<file path="config.mk">
export PLATFORM = sky130hd
export DESIGN_NAME = char_io_regs
export DESIGN_NICKNAME = d
export VERILOG_FILES = /design/src/rtl/char_io_pkg.sv /design/src/rtl/cio_addr_dec.sv /design/src/rtl/cio_kbd_side.sv /design/src/rtl/cio_disp_side.sv /design/src/rtl/char_io_regs.sv
export SDC_FILE = /design/constraint.sdc
export NUM_CORES = 1
export LEC_CHECK = 0
export BUFFER_PORTS_ARGS = -buffer_cell sky130_fd_sc_hd__buf_2
export CAP_MARGIN = 25
export CORE_UTILIZATION = 40
export CTS_CLUSTER_SIZE = 20
export DETAILED_ROUTE_END_ITERATION = 6
export MAX_ROUTING_LAYER = met4
export PLACE_DENSITY_LB_ADDON = 0.1
export SYNTH_ARGS = -nofsm -noshare
export SYNTH_HDL_FRONTEND = slang
export SYNTH_SLANG_ARGS = --single-unit
</file>
<file path="constraint.sdc">
create_clock -name clk -period 2.4 [get_ports clk]
set_input_delay 0.12 -clock clk [delete_from_list [all_inputs] [get_ports clk]]
set_output_delay 0.12 -clock clk [all_outputs]
set_load 0.02 [all_outputs]
</file>
<file path="src/rtl/char_io_pkg.sv">
package char_io_pkg;
  localparam int unsigned NUM_REGS = 4;
  localparam int unsigned OFS_W    = 2;

  typedef enum logic [OFS_W-1:0] {
    OFS_RX_DATA = 2'd0,
    OFS_RX_STAT = 2'd1,
    OFS_TX_DATA = 2'd2,
    OFS_TX_STAT = 2'd3
  } reg_ofs_e;
endpackage

</file>
<file path="src/rtl/cio_addr_dec.sv">
module cio_addr_dec
  import char_io_pkg::*;
#(
  parameter int unsigned       ADDR_W    = 16,
  parameter logic [ADDR_W-1:0] BASE_ADDR = 16'h0040
) (
  input  logic              bus_sel,
  input  logic              bus_we,
  input  logic [ADDR_W-1:0] bus_addr,
  output logic [NUM_REGS-1:0] rd_strb,
  output logic [NUM_REGS-1:0] wr_strb
);
  localparam int unsigned TAG_W = ADDR_W - OFS_W;

  logic             win_hit;
  logic [OFS_W-1:0] ofs;

  assign win_hit = bus_sel && (bus_addr[ADDR_W-1:OFS_W] == BASE_ADDR[ADDR_W-1:OFS_W]);
  assign ofs     = bus_addr[OFS_W-1:0];

  for (genvar i = 0; i < NUM_REGS; i++) begin : g_strb
    assign rd_strb[i] = win_hit && !bus_we && (ofs == OFS_W'(i));
    assign wr_strb[i] = win_hit &&  bus_we && (ofs == OFS_W'(i));
  end

  initial begin
    AST_BASE_ALIGNED: assert (BASE_ADDR[OFS_W-1:0] == '0)
      else $error("base address not aligned to register window");
    AST_TAG_WIDTH: assert (TAG_W > 0)
      else $error("address too narrow");
  end
endmodule

</file>
<file path="src/rtl/cio_kbd_side.sv">
module cio_kbd_side #(
  parameter int unsigned DATA_W  = 8,
  parameter int unsigned RDY_BIT = 3,
  parameter int unsigned OVR_BIT = 7
) (
  input  logic              clk,
  input  logic              rst,
  input  logic              kb_valid,
  input  logic [DATA_W-1:0] kb_char,
  input  logic              rd_data_strb,
  input  logic              rd_stat_strb,
  output logic [DATA_W-1:0] rx_data,
  output logic [DATA_W-1:0] rx_stat
);
  logic rdy_q;
  logic ovr_q;
  logic overrun_now;

  // a fresh code lost only if the previous one was unread and not read now
  assign overrun_now = kb_valid && rdy_q && !rd_data_strb;

  always_ff @(posedge clk) begin
    if (rst) begin
      rx_data <= '0;
      rdy_q   <= 1'b0;
    end else if (kb_valid) begin
      rx_data <= kb_char;
      rdy_q   <= 1'b1;
    end else if (rd_data_strb) begin
      rdy_q   <= 1'b0;
    end
  end

  always_ff @(posedge clk) begin
    if (rst)              ovr_q <= 1'b0;
    else if (overrun_now) ovr_q <= 1'b1;
    else if (rd_stat_strb) ovr_q <= 1'b0;
  end

  always_comb begin
    rx_stat          = '0;
    rx_stat[RDY_BIT] = rdy_q;
    rx_stat[OVR_BIT] = ovr_q;
  end

  AST_CHAR_CAPTURED: assert property (@(posedge clk) disable iff (rst)
    kb_valid |=> (rx_data == $past(kb_char)) && rdy_q)
    else $error("keyboard code not captured");
  AST_RDY_IDLE_HOLD: assert property (@(posedge clk) disable iff (rst)
    (!kb_valid && !rd_data_strb) |=> $stable(rdy_q))
    else $error("receive ready changed without cause");
  AST_READ_CLEARS_RDY: assert property (@(posedge clk) disable iff (rst)
    (rd_data_strb && !kb_valid) |=> !rdy_q)
    else $error("data read left receive ready set");
  AST_OVERRUN_SET: assert property (@(posedge clk) disable iff (rst)
    (kb_valid && rdy_q && !rd_data_strb) |=> ovr_q)
    else $error("overrun not flagged");
  AST_OVERRUN_HOLD: assert property (@(posedge clk) disable iff (rst)
    (ovr_q && !rd_stat_strb) |=> ovr_q)
    else $error("overrun flag lost");
endmodule

</file>
<file path="src/rtl/cio_disp_side.sv">
module cio_disp_side #(
  parameter int unsigned DATA_W  = 8,
  parameter int unsigned RDY_BIT = 3
) (
  input  logic              clk,
  input  logic              rst,
  input  logic              wr_data_strb,
  input  logic [DATA_W-1:0] wdata,
  input  logic              disp_ready,
  output logic              disp_valid,
  output logic [DATA_W-1:0] disp_char,
  output logic [DATA_W-1:0] tx_stat
);
  logic rdy_q;
  logic ack_pend_q;
  logic launch;
  logic ack;

  assign launch = wr_data_strb && rdy_q;
  assign ack    = disp_valid && disp_ready;

  always_ff @(posedge clk) begin
    if (rst) begin
      disp_char <= '0;
    end else if (launch) begin
      disp_char <= wdata;
    end
  end

  always_ff @(posedge clk) begin
    if (rst) begin
      disp_valid <= 1'b0;
      ack_pend_q <= 1'b0;
      rdy_q      <= 1'b1;
    end else begin
      ack_pend_q <= ack;
      if (launch) begin
        disp_valid <= 1'b1;
        rdy_q      <= 1'b0;
      end else begin
        if (ack)        disp_valid <= 1'b0;
        if (ack_pend_q) rdy_q      <= 1'b1;
      end
    end
  end

  always_comb begin
    tx_stat          = '0;
    tx_stat[RDY_BIT] = rdy_q;
  end

  AST_WRITE_LAUNCH: assert property (@(posedge clk) disable iff (rst)
    (wr_data_strb && rdy_q) |=> disp_valid && !rdy_q && (disp_char == $past(wdata)))
    else $error("accepted write not presented");
  AST_HOLD_UNTIL_ACK: assert property (@(posedge clk) disable iff (rst)
    (disp_valid && !disp_ready) |=> disp_valid && $stable(disp_char))
    else $error("display character dropped before acceptance");
  AST_READY_AFTER_ACK: assert property (@(posedge clk) disable iff (rst)
    (disp_valid && disp_ready) |=> !disp_valid && !rdy_q ##1 rdy_q)
    else $error("transmit ready timing wrong");
  AST_BUSY_WRITE_DROPPED: assert property (@(posedge clk) disable iff (rst)
    (wr_data_strb && !rdy_q) |=> $stable(disp_char))
    else $error("busy write altered display code");
endmodule

</file>
<file path="src/rtl/char_io_regs.sv">
module char_io_regs
  import char_io_pkg::*;
#(
  parameter int unsigned       DATA_W    = 8,
  parameter int unsigned       ADDR_W    = 16,
  parameter logic [ADDR_W-1:0] BASE_ADDR = 16'h0040,
  parameter int unsigned       RDY_BIT   = 3,
  parameter int unsigned       OVR_BIT   = 7
) (
  input  logic              clk,
  input  logic              rst,
  input  logic              bus_sel,
  input  logic              bus_we,
  input  logic [ADDR_W-1:0] bus_addr,
  input  logic [DATA_W-1:0] bus_wdata,
  output logic [DATA_W-1:0] bus_rdata,
  input  logic              kb_valid,
  input  logic [DATA_W-1:0] kb_char,
  input  logic              disp_ready,
  output logic              disp_valid,
  output logic [DATA_W-1:0] disp_char
);
  localparam logic [DATA_W-1:0] RX_STAT_MASK = DATA_W'((1 << RDY_BIT) | (1 << OVR_BIT));
  localparam logic [DATA_W-1:0] TX_STAT_MASK = DATA_W'(1 << RDY_BIT);

  logic [NUM_REGS-1:0] rd_strb;
  logic [NUM_REGS-1:0] wr_strb;
  logic [DATA_W-1:0]   rx_data;
  logic [DATA_W-1:0]   rx_stat;
  logic [DATA_W-1:0]   tx_stat;
  logic [DATA_W-1:0]   rd_mux;

  cio_addr_dec #(.ADDR_W(ADDR_W), .BASE_ADDR(BASE_ADDR)) u_dec (
    .bus_sel (bus_sel),
    .bus_we  (bus_we),
    .bus_addr(bus_addr),
    .rd_strb (rd_strb),
    .wr_strb (wr_strb)
  );

  cio_kbd_side #(.DATA_W(DATA_W), .RDY_BIT(RDY_BIT), .OVR_BIT(OVR_BIT)) u_kbd (
    .clk         (clk),
    .rst         (rst),
    .kb_valid    (kb_valid),
    .kb_char     (kb_char),
    .rd_data_strb(rd_strb[OFS_RX_DATA]),
    .rd_stat_strb(rd_strb[OFS_RX_STAT]),
    .rx_data     (rx_data),
    .rx_stat     (rx_stat)
  );

  cio_disp_side #(.DATA_W(DATA_W), .RDY_BIT(RDY_BIT)) u_disp (
    .clk         (clk),
    .rst         (rst),
    .wr_data_strb(wr_strb[OFS_TX_DATA]),
    .wdata       (bus_wdata),
    .disp_ready  (disp_ready),
    .disp_valid  (disp_valid),
    .disp_char   (disp_char),
    .tx_stat     (tx_stat)
  );

  // one-hot strobes make this an AND-OR, zero when nothing is read
  always_comb begin
    rd_mux = ({DATA_W{rd_strb[OFS_RX_DATA]}}  & rx_data)
           | ({DATA_W{rd_strb[OFS_RX_STAT]}}  & rx_stat)
           | ({DATA_W{rd_strb[OFS_TX_DATA]}}  & disp_char)
           | ({DATA_W{rd_strb[OFS_TX_STAT]}}  & tx_stat);
  end

  always_ff @(posedge clk) begin
    if (rst) bus_rdata <= '0;
    else     bus_rdata <= rd_mux;
  end

  AST_STROBES_ONEHOT: assert property (@(posedge clk) disable iff (rst)
    $onehot0({rd_strb, wr_strb}))
    else $error("more than one register strobed");
  AST_RX_SPARE_ZERO: assert property (@(posedge clk) disable iff (rst)
    $past(rd_strb[OFS_RX_STAT]) |-> ((bus_rdata & ~RX_STAT_MASK) == '0))
    else $error("receive status spare bits set");
  AST_TX_SPARE_ZERO: assert property (@(posedge clk) disable iff (rst)
    $past(rd_strb[OFS_TX_STAT]) |-> ((bus_rdata & ~TX_STAT_MASK) == '0))
    else $error("transmit status spare bits set");
  AST_IDLE_RDATA_ZERO: assert property (@(posedge clk) disable iff (rst)
    !$past(|rd_strb) |-> (bus_rdata == '0))
    else $error("read data nonzero without read");
endmodule

</file>
==> results.md, run 1 <==
* R2R Path Start: u_disp.rdy_q
* I/O pin cnt at 55
* Footprint of the multi-input gates at 608.1 um2
* Detailed Route WL at 2.812 mm
* Fraction of layout cells with a size suffix above 1 at 42.05%
* Cts hold-fix bufs at 0
* Core Area at 2829 um2
* Least-Margin Pin Slew at 0.4263 ns
* Synth area leader: dfxtp_1
* Sequential area share after synthesis at 47.11%
* Synthesis Warnings at 0
* Worst hold slack at 0.03541 ns
* Clock sinks at 29
* Clk_lat worst skew at 0.31 ns
* Setup crit start kind: register
* Diode count at 0
* Starting Density at 43.56%
* Top-area cell type share of the netlist area at 47.11%
* CTS tree: yes
* Post-Syn Nets at 160
* Syn_area_per_cell at 10.10 um2
* Fin area at 1556 um2
* Root Buffer: clkbuf_4
* Worst EP required at 2.59 ns
* Reg-to-reg endpoint: u_disp.disp_char[6]
* Critical path class: register to register
* Gr usage total at 18.90%
* TritonCTS Buffers at 5
* Die area at 3307 um2
* RePlAce Congestion at 0.7679
* Die X at 57.51 um
* Failing checks: design-rule violations
* Worst vdd ir at 0.2989 mV
* H-tree depth at 2
* Nets at 214
* Top cells by area, synth: dfxtp_1 (47%), mux2i_1 (12%), a21oi_1 (4.5%)
* Hold WC Path Type: input port to register
* DR vias at 1,090
* Critical Path End Type: register
* Worst Skew at 0.007547 ns
* Static leakage at 0.6982 nW
* Die height at 57.51 um
* Setup bufs post-CTS at 0
* Post-synth ARST share at 0%
* # rows at 19
* Grt ovf at 0
* Rel. slew slack at 71.58%
* Post-layout min period at 1.188 ns
* Max frequency at 841.8 MHz
* Fillers at 261
* Initial antenna violation count at 0
* Worst Setup SP: u_disp.rdy_q
* R2R depth at 3
* Fin crit share at 49.50%
* Routed vias/inst at 5.266
* Register Area at 580.6 um2
* Post-synth top cells: dfxtp_1 (29), mux2i_1 (15), nor2_1 (12)
* DR DRC count at 2
* Most frequent cell after synthesis: dfxtp_1
* Setup slack, reg-to-reg at 1.21 ns
* Post-synth EDFFs at 0
* Dpl hpwl at 1.982 mm
* Cells after Synth at 122
* Clock buffer depth at 2
* RSZ-0062 raised after global routing: false
* Reg clk slew, reported paths at 0.09 ns
* Routed len/inst at 13.58 um
* Pins Over Slew Limit at 0
* Post-DP Area at 1501 um2
* Post-DRT Antenna Nets at 0
* Pin count of the biggest net entering global routing at 24
* Arrival time at the worst endpoint at 1.38 ns
* PwrDens at 561.6 nW/um2
* Initial DRC Count at 26
* Post-synth cell types at 32
* Cts repair resizes at 0
* First-pass GRT wire length at 4.629 mm
* Flops & latches, synth at 29
* Outcome: complete, but fails checks
* Final Hold Fails at 0
* Iteration count of the initial detailed-routing pass at 6
* TNS Setup at 0 ns
* PortBufs at 54
* Crit Path Max Fanout at 9
* Ys flop type: dfxtp_1
* Max Cap Viol at 0
* Number of global-route vias before repair at 1,029
* Mapped cell area at 1232 um2
* Worst setup endpoint: u_disp.disp_char[6]
* # setup viols final at 0
* Layout area overhead at 26.29%
==> through the flow <==
stage	cells	power, mW	setup slack, ns	utilization [%]
final	207	0.8741	1.212	55.02
after global routing	207	0.9083	1.089	55.02
after CTS	207	0.8848	1.200	55.02
after detailed placement	200	0.5937	0.8721	53.07
after global placement	200	0.5906	0.8527	53.07
after floorplan	122	0.5484	1.201	-
==> cells by family after synthesis <==
logic type,after synthesis,synth area share [%]
muxes,16,14.01
buffers and inverters,8,3.552
AOI/OAI and AO/OA,23,9.848
and+or+nand+nor,46,25.48
DFF,29,47.11
==> flip-flops by register name (all words and copies together), names as in the netlist <==
| name | cells |
|---|---|
| u_disp.disp_valid | 1 |
| bus_rdata | 8 |
| u_kbd.ovr_q | 1 |
| u_disp.disp_char | 8 |
| u_kbd.rx_data | 8 |
| u_disp.ack_pend_q | 1 |
| u_disp.rdy_q | 1 |
| u_kbd.rdy_q | 1 |
==> cell type report <==
cell class                 count  share of cell area, %
clock buffer                   7                  3.537
multi-input combinational     85                  39.07
sequential                    29                  37.30
inverter                       1                 0.2412
tap                           31                  2.492
timing repair buffer          54                  17.36
==> layout by cell type (no fill, tap or decap), types with 2 or more instances in the layout <==
cell type,netlist,layout
a21oi_1,11,11
buf_2,1,54
clkbuf_4,0,5
dfxtp_1,29,29
mux2i_1,15,15
nand2_1,2,2
nand2b_1,2,2
nand3_1,9,9
nor2_1,12,12
nor2_2,5,5
nor2b_1,3,3
nor4_4,2,2
o21ai_0,9,9
==> critical path: stages, from the launching register on <==
cell and delay (ns):
dfxtp_1 0.38, nand4_1 0.32, o21ai_0 0.28, a21oi_1 0.08
==> worst min path at each step <==
stage / startpoint / end / slack [ns] / cells past startpoint
5_1_grt: disp_ready / u_disp.ack_pend_q / 0.04 / 3
6_report: disp_ready / u_disp.ack_pend_q / 0.04 / 3
3_5_place_dp: kb_char[3] / u_kbd.rx_data[3] / 0.36 / 3
3_3_place_gp: kb_char[3] / u_kbd.rx_data[3] / 0.36 / 3
2_1_floorplan: rst / u_disp.rdy_q / 0.22 / 1
4_1_cts: disp_ready / u_disp.ack_pend_q / 0.03 / 3
==> per-layer routing <==
layer	share of wire (%)	global-route usage, %	wire (um)
met1	46	23.36	1283
met2	49	30.07	1367
met3	4.1	4.082	114
met4	1.6	7.317	46
met5	0	-	0
==> report_power, final <==
group	total [mW]	switching, mW	internal, mW
Combinational	0.0851	0.0417	0.0434
Sequential	0.497	0.00639	0.491
Clock	0.292	0.154	0.138
Power figures use the tool's default switching activity.
==> run 2, diff against run 1 <==
Clock period 2.4 ns to 1.09 ns, I/O delays scaled along.
==> run 2 against run 1 <==
  * Largest power group unchanged
  * Worst setup slack got worse by 1.2 ns
  * Utilization increased by 9.8 points
  * Register-to-register slack got worse by 1.2 ns
  * Global-route usage increased by 4.9 points
  * Critical path depth decreased by 1
  * The flow still finishes with violations (design-rule violations)
  * Total power increased by 140%
==> results.md, run 2 (synthesized netlist as in run 1, its figures left out) <==
* Core Area at 2829 um2 (unchanged)
* Max frequency at 969.8 MHz (+15%)
* Pin count of the biggest net entering global routing at 17 (-29%)
* PortBufs at 54 (unchanged)
* Fin crit share at 94.60% (+45 points)
* Outcome: complete, but fails checks
* RSZ-0062 raised after global routing: false
* Initial DRC Count at 30 (+15%)
* Setup crit start kind: register
* Worst hold slack at 0.03065 ns (-0.004761 ns)
* Diode count at 0 (unchanged)
* Starting Density at 43.56% (unchanged)
* Routed vias/inst at 5.165 (-1.9%)
* Static leakage at 0.8333 nW (+19%)
* H-tree depth at 2 (unchanged)
* Failing checks: design-rule violations
* Crit Path Max Fanout at 4 (-5)
* Rel. slew slack at 80.08% (+8.5 points)
* Arrival time at the worst endpoint at 1.27 ns (-0.11 ns)
* Reg clk slew, reported paths at 0.10 ns (about the same)
* Post-DRT Antenna Nets at 0 (unchanged)
* PwrDens at 1145 nW/um2 (+100%)
* Setup ws final at 0.05883 ns (-1.153 ns)
* Die height at 57.51 um (unchanged)
* Fraction of layout cells with a size suffix above 1 at 42.44% (+0.39 points)
* Pins Over Slew Limit at 0 (unchanged)
* Final Hold Fails at 0 (unchanged)
* Detailed Route WL at 3.273 mm (+16%)
* Nets at 242 (+13%)
* # rows at 19 (unchanged)
* TNS Setup at 0 ns (unchanged)
* I/O pin cnt at 55 (unchanged)
* Root Buffer: clkbuf_4
* Final design utilization at 64.79% (+9.8 points)
* Most common cell after layout, fill and taps aside: buf_2
* Pre-CTS setup slack at -0.3118 ns (-1.184 ns)
* # setup viols final at 0 (unchanged)
* DR DRC count at 2 (unchanged)
* CTS tree: yes
* Hold WC Path Type: input port to register
* Post-layout min period at 1.031 ns (-0.1568 ns)
* Most frequent cells in the layout: buf_2 (54), dfxtp_1 (29), dlygate4sd3_1 (18)
* Least-Margin Pin Slew at 0.2988 ns (-0.1275 ns)
* DR vias at 1,219 (+12%)
* CP Cell Sequence: mux4_2, nor2b_1
* Fillers at 246 (-5.7%)
* Worst path buffer plus inverter count at 0 (unchanged)
* Routed len/inst at 13.87 um (+2.1%)
* Max Cap Viol at 0 (unchanged)
* RePlAce Congestion at 0.7698 (+0.25%)
* First-pass GRT wire length at 5.540 mm (+20%)
* Worst Skew at 0.009022 ns (+0.001475 ns)
* Layout area overhead at 48.73%
* Grt ovf at 0 (unchanged)
* Slowest-stage cell, CP: mux4_2
* Worst vdd ir at 0.8569 mV (+190%)
* Iteration count of the initial detailed-routing pass at 6 (unchanged)
* Worst EP required at 1.33 ns (-1.26 ns)
* Dpl hpwl at 2.245 mm (+13%)
* Gr usage total at 23.82% (+4.9 points)
* Critical Path End Type: register
* Worst path max stage delay at 0.47 ns (+0.09 ns)
* Die X at 57.51 um (unchanged)
* Largest registers: bus_rdata x8, u_disp.disp_char x8, u_kbd.rx_data x8
* TritonCTS Buffers at 5 (unchanged)
* CP top delay family: multiplexers
* Clk_lat worst skew at 0.33 ns (+0.02 ns)
* Number of global-route vias before repair at 1,273 (+24%)
* Critical path class: register to register
* Clock sinks at 29 (unchanged)
* Clock buffer depth at 2 (unchanged)
* Initial antenna violation count at 0 (unchanged)
* Die area at 3307 um2 (unchanged)
[run 2: cell types whose count changed in the layout (fill, tap and decap cells not counted), moves of 2 or more]
| cell | previous run | this run |
|---|---|---|
| buf_4 | 0 | 10 |
| o21ai_1 | 0 | 2 |
| o21ai_0 | 9 | 7 |
| dlygate4sd3_1 | 0 | 18 |
[run 2: layout make-up]
cell class | instances | area [um2] | area share (%)
inverters | 1 | 3.754 | 0.2048
well taps | 31 | 38.79 | 2.116
clock buffers | 7 | 65.06 | 3.549
multi-input cells | 85 | 614.3 | 33.52
flip-flops and latches | 29 | 580.6 | 31.67
repair buffers | 82 | 525.5 | 28.67
clock inverters | 1 | 5.005 | 0.2730
[run 2: tightest hold or removal path: stages]
cell	delay, ns
buf_2	0.12
or2_2	0.12
nor2b_1	0.04
[run 2: path summary, 6_finish.rpt]
check / slack, ns / endpoint / cells after the start / start
setup / recovery: 0.06 / bus_rdata[3] / 2 / u_disp.rdy_q
hold / removal: 0.03 / bus_rdata[3] / 3 / rst
setup reg to reg: 0.06 / bus_rdata[3] / 2 / u_disp.rdy_q
hold reg to reg: 0.45 / u_disp.ack_pend_q / 2 / u_disp.disp_valid
[run 2: through the flow]
| stage | total power, mW | instances | instance area, um2 |
|---|---|---|---|
| 2_1_floorplan | 1.207 | 122 | 1232 |
| 3_3_place_gp | 1.314 | 210 | 1577 |
| 3_5_place_dp | 1.325 | 210 | 1577 |
| 4_1_cts | 2.125 | 236 | 1827 |
| 5_1_grt | 2.201 | 236 | 1833 |
| 6_report | 2.099 | 236 | 1833 |
[run 2: timing repair]
item | in CTS | in global routing
hold endpoints to repair | 19 | 0
resized for setup | 0 | 4
setup endpoints to repair | 0 | 13
hold buffers | 18 | 0
buffers inserted | 0 | 0
[run 2: routing by layer]
metal	wire (um)	GRT usage, %	part of all wire, %
met1	1322	24.65	40
met2	1722	41.03	53
met3	153	5.215	4.7
met4	75	14.29	2.3
met5	0	-	0
[run 2: where the power goes]
part	total (mW)	switching (mW)	internal, mW
clock	0.747	0.374	0.373
sequential	1.09	0.0130	1.08
combinational	0.258	0.108	0.150
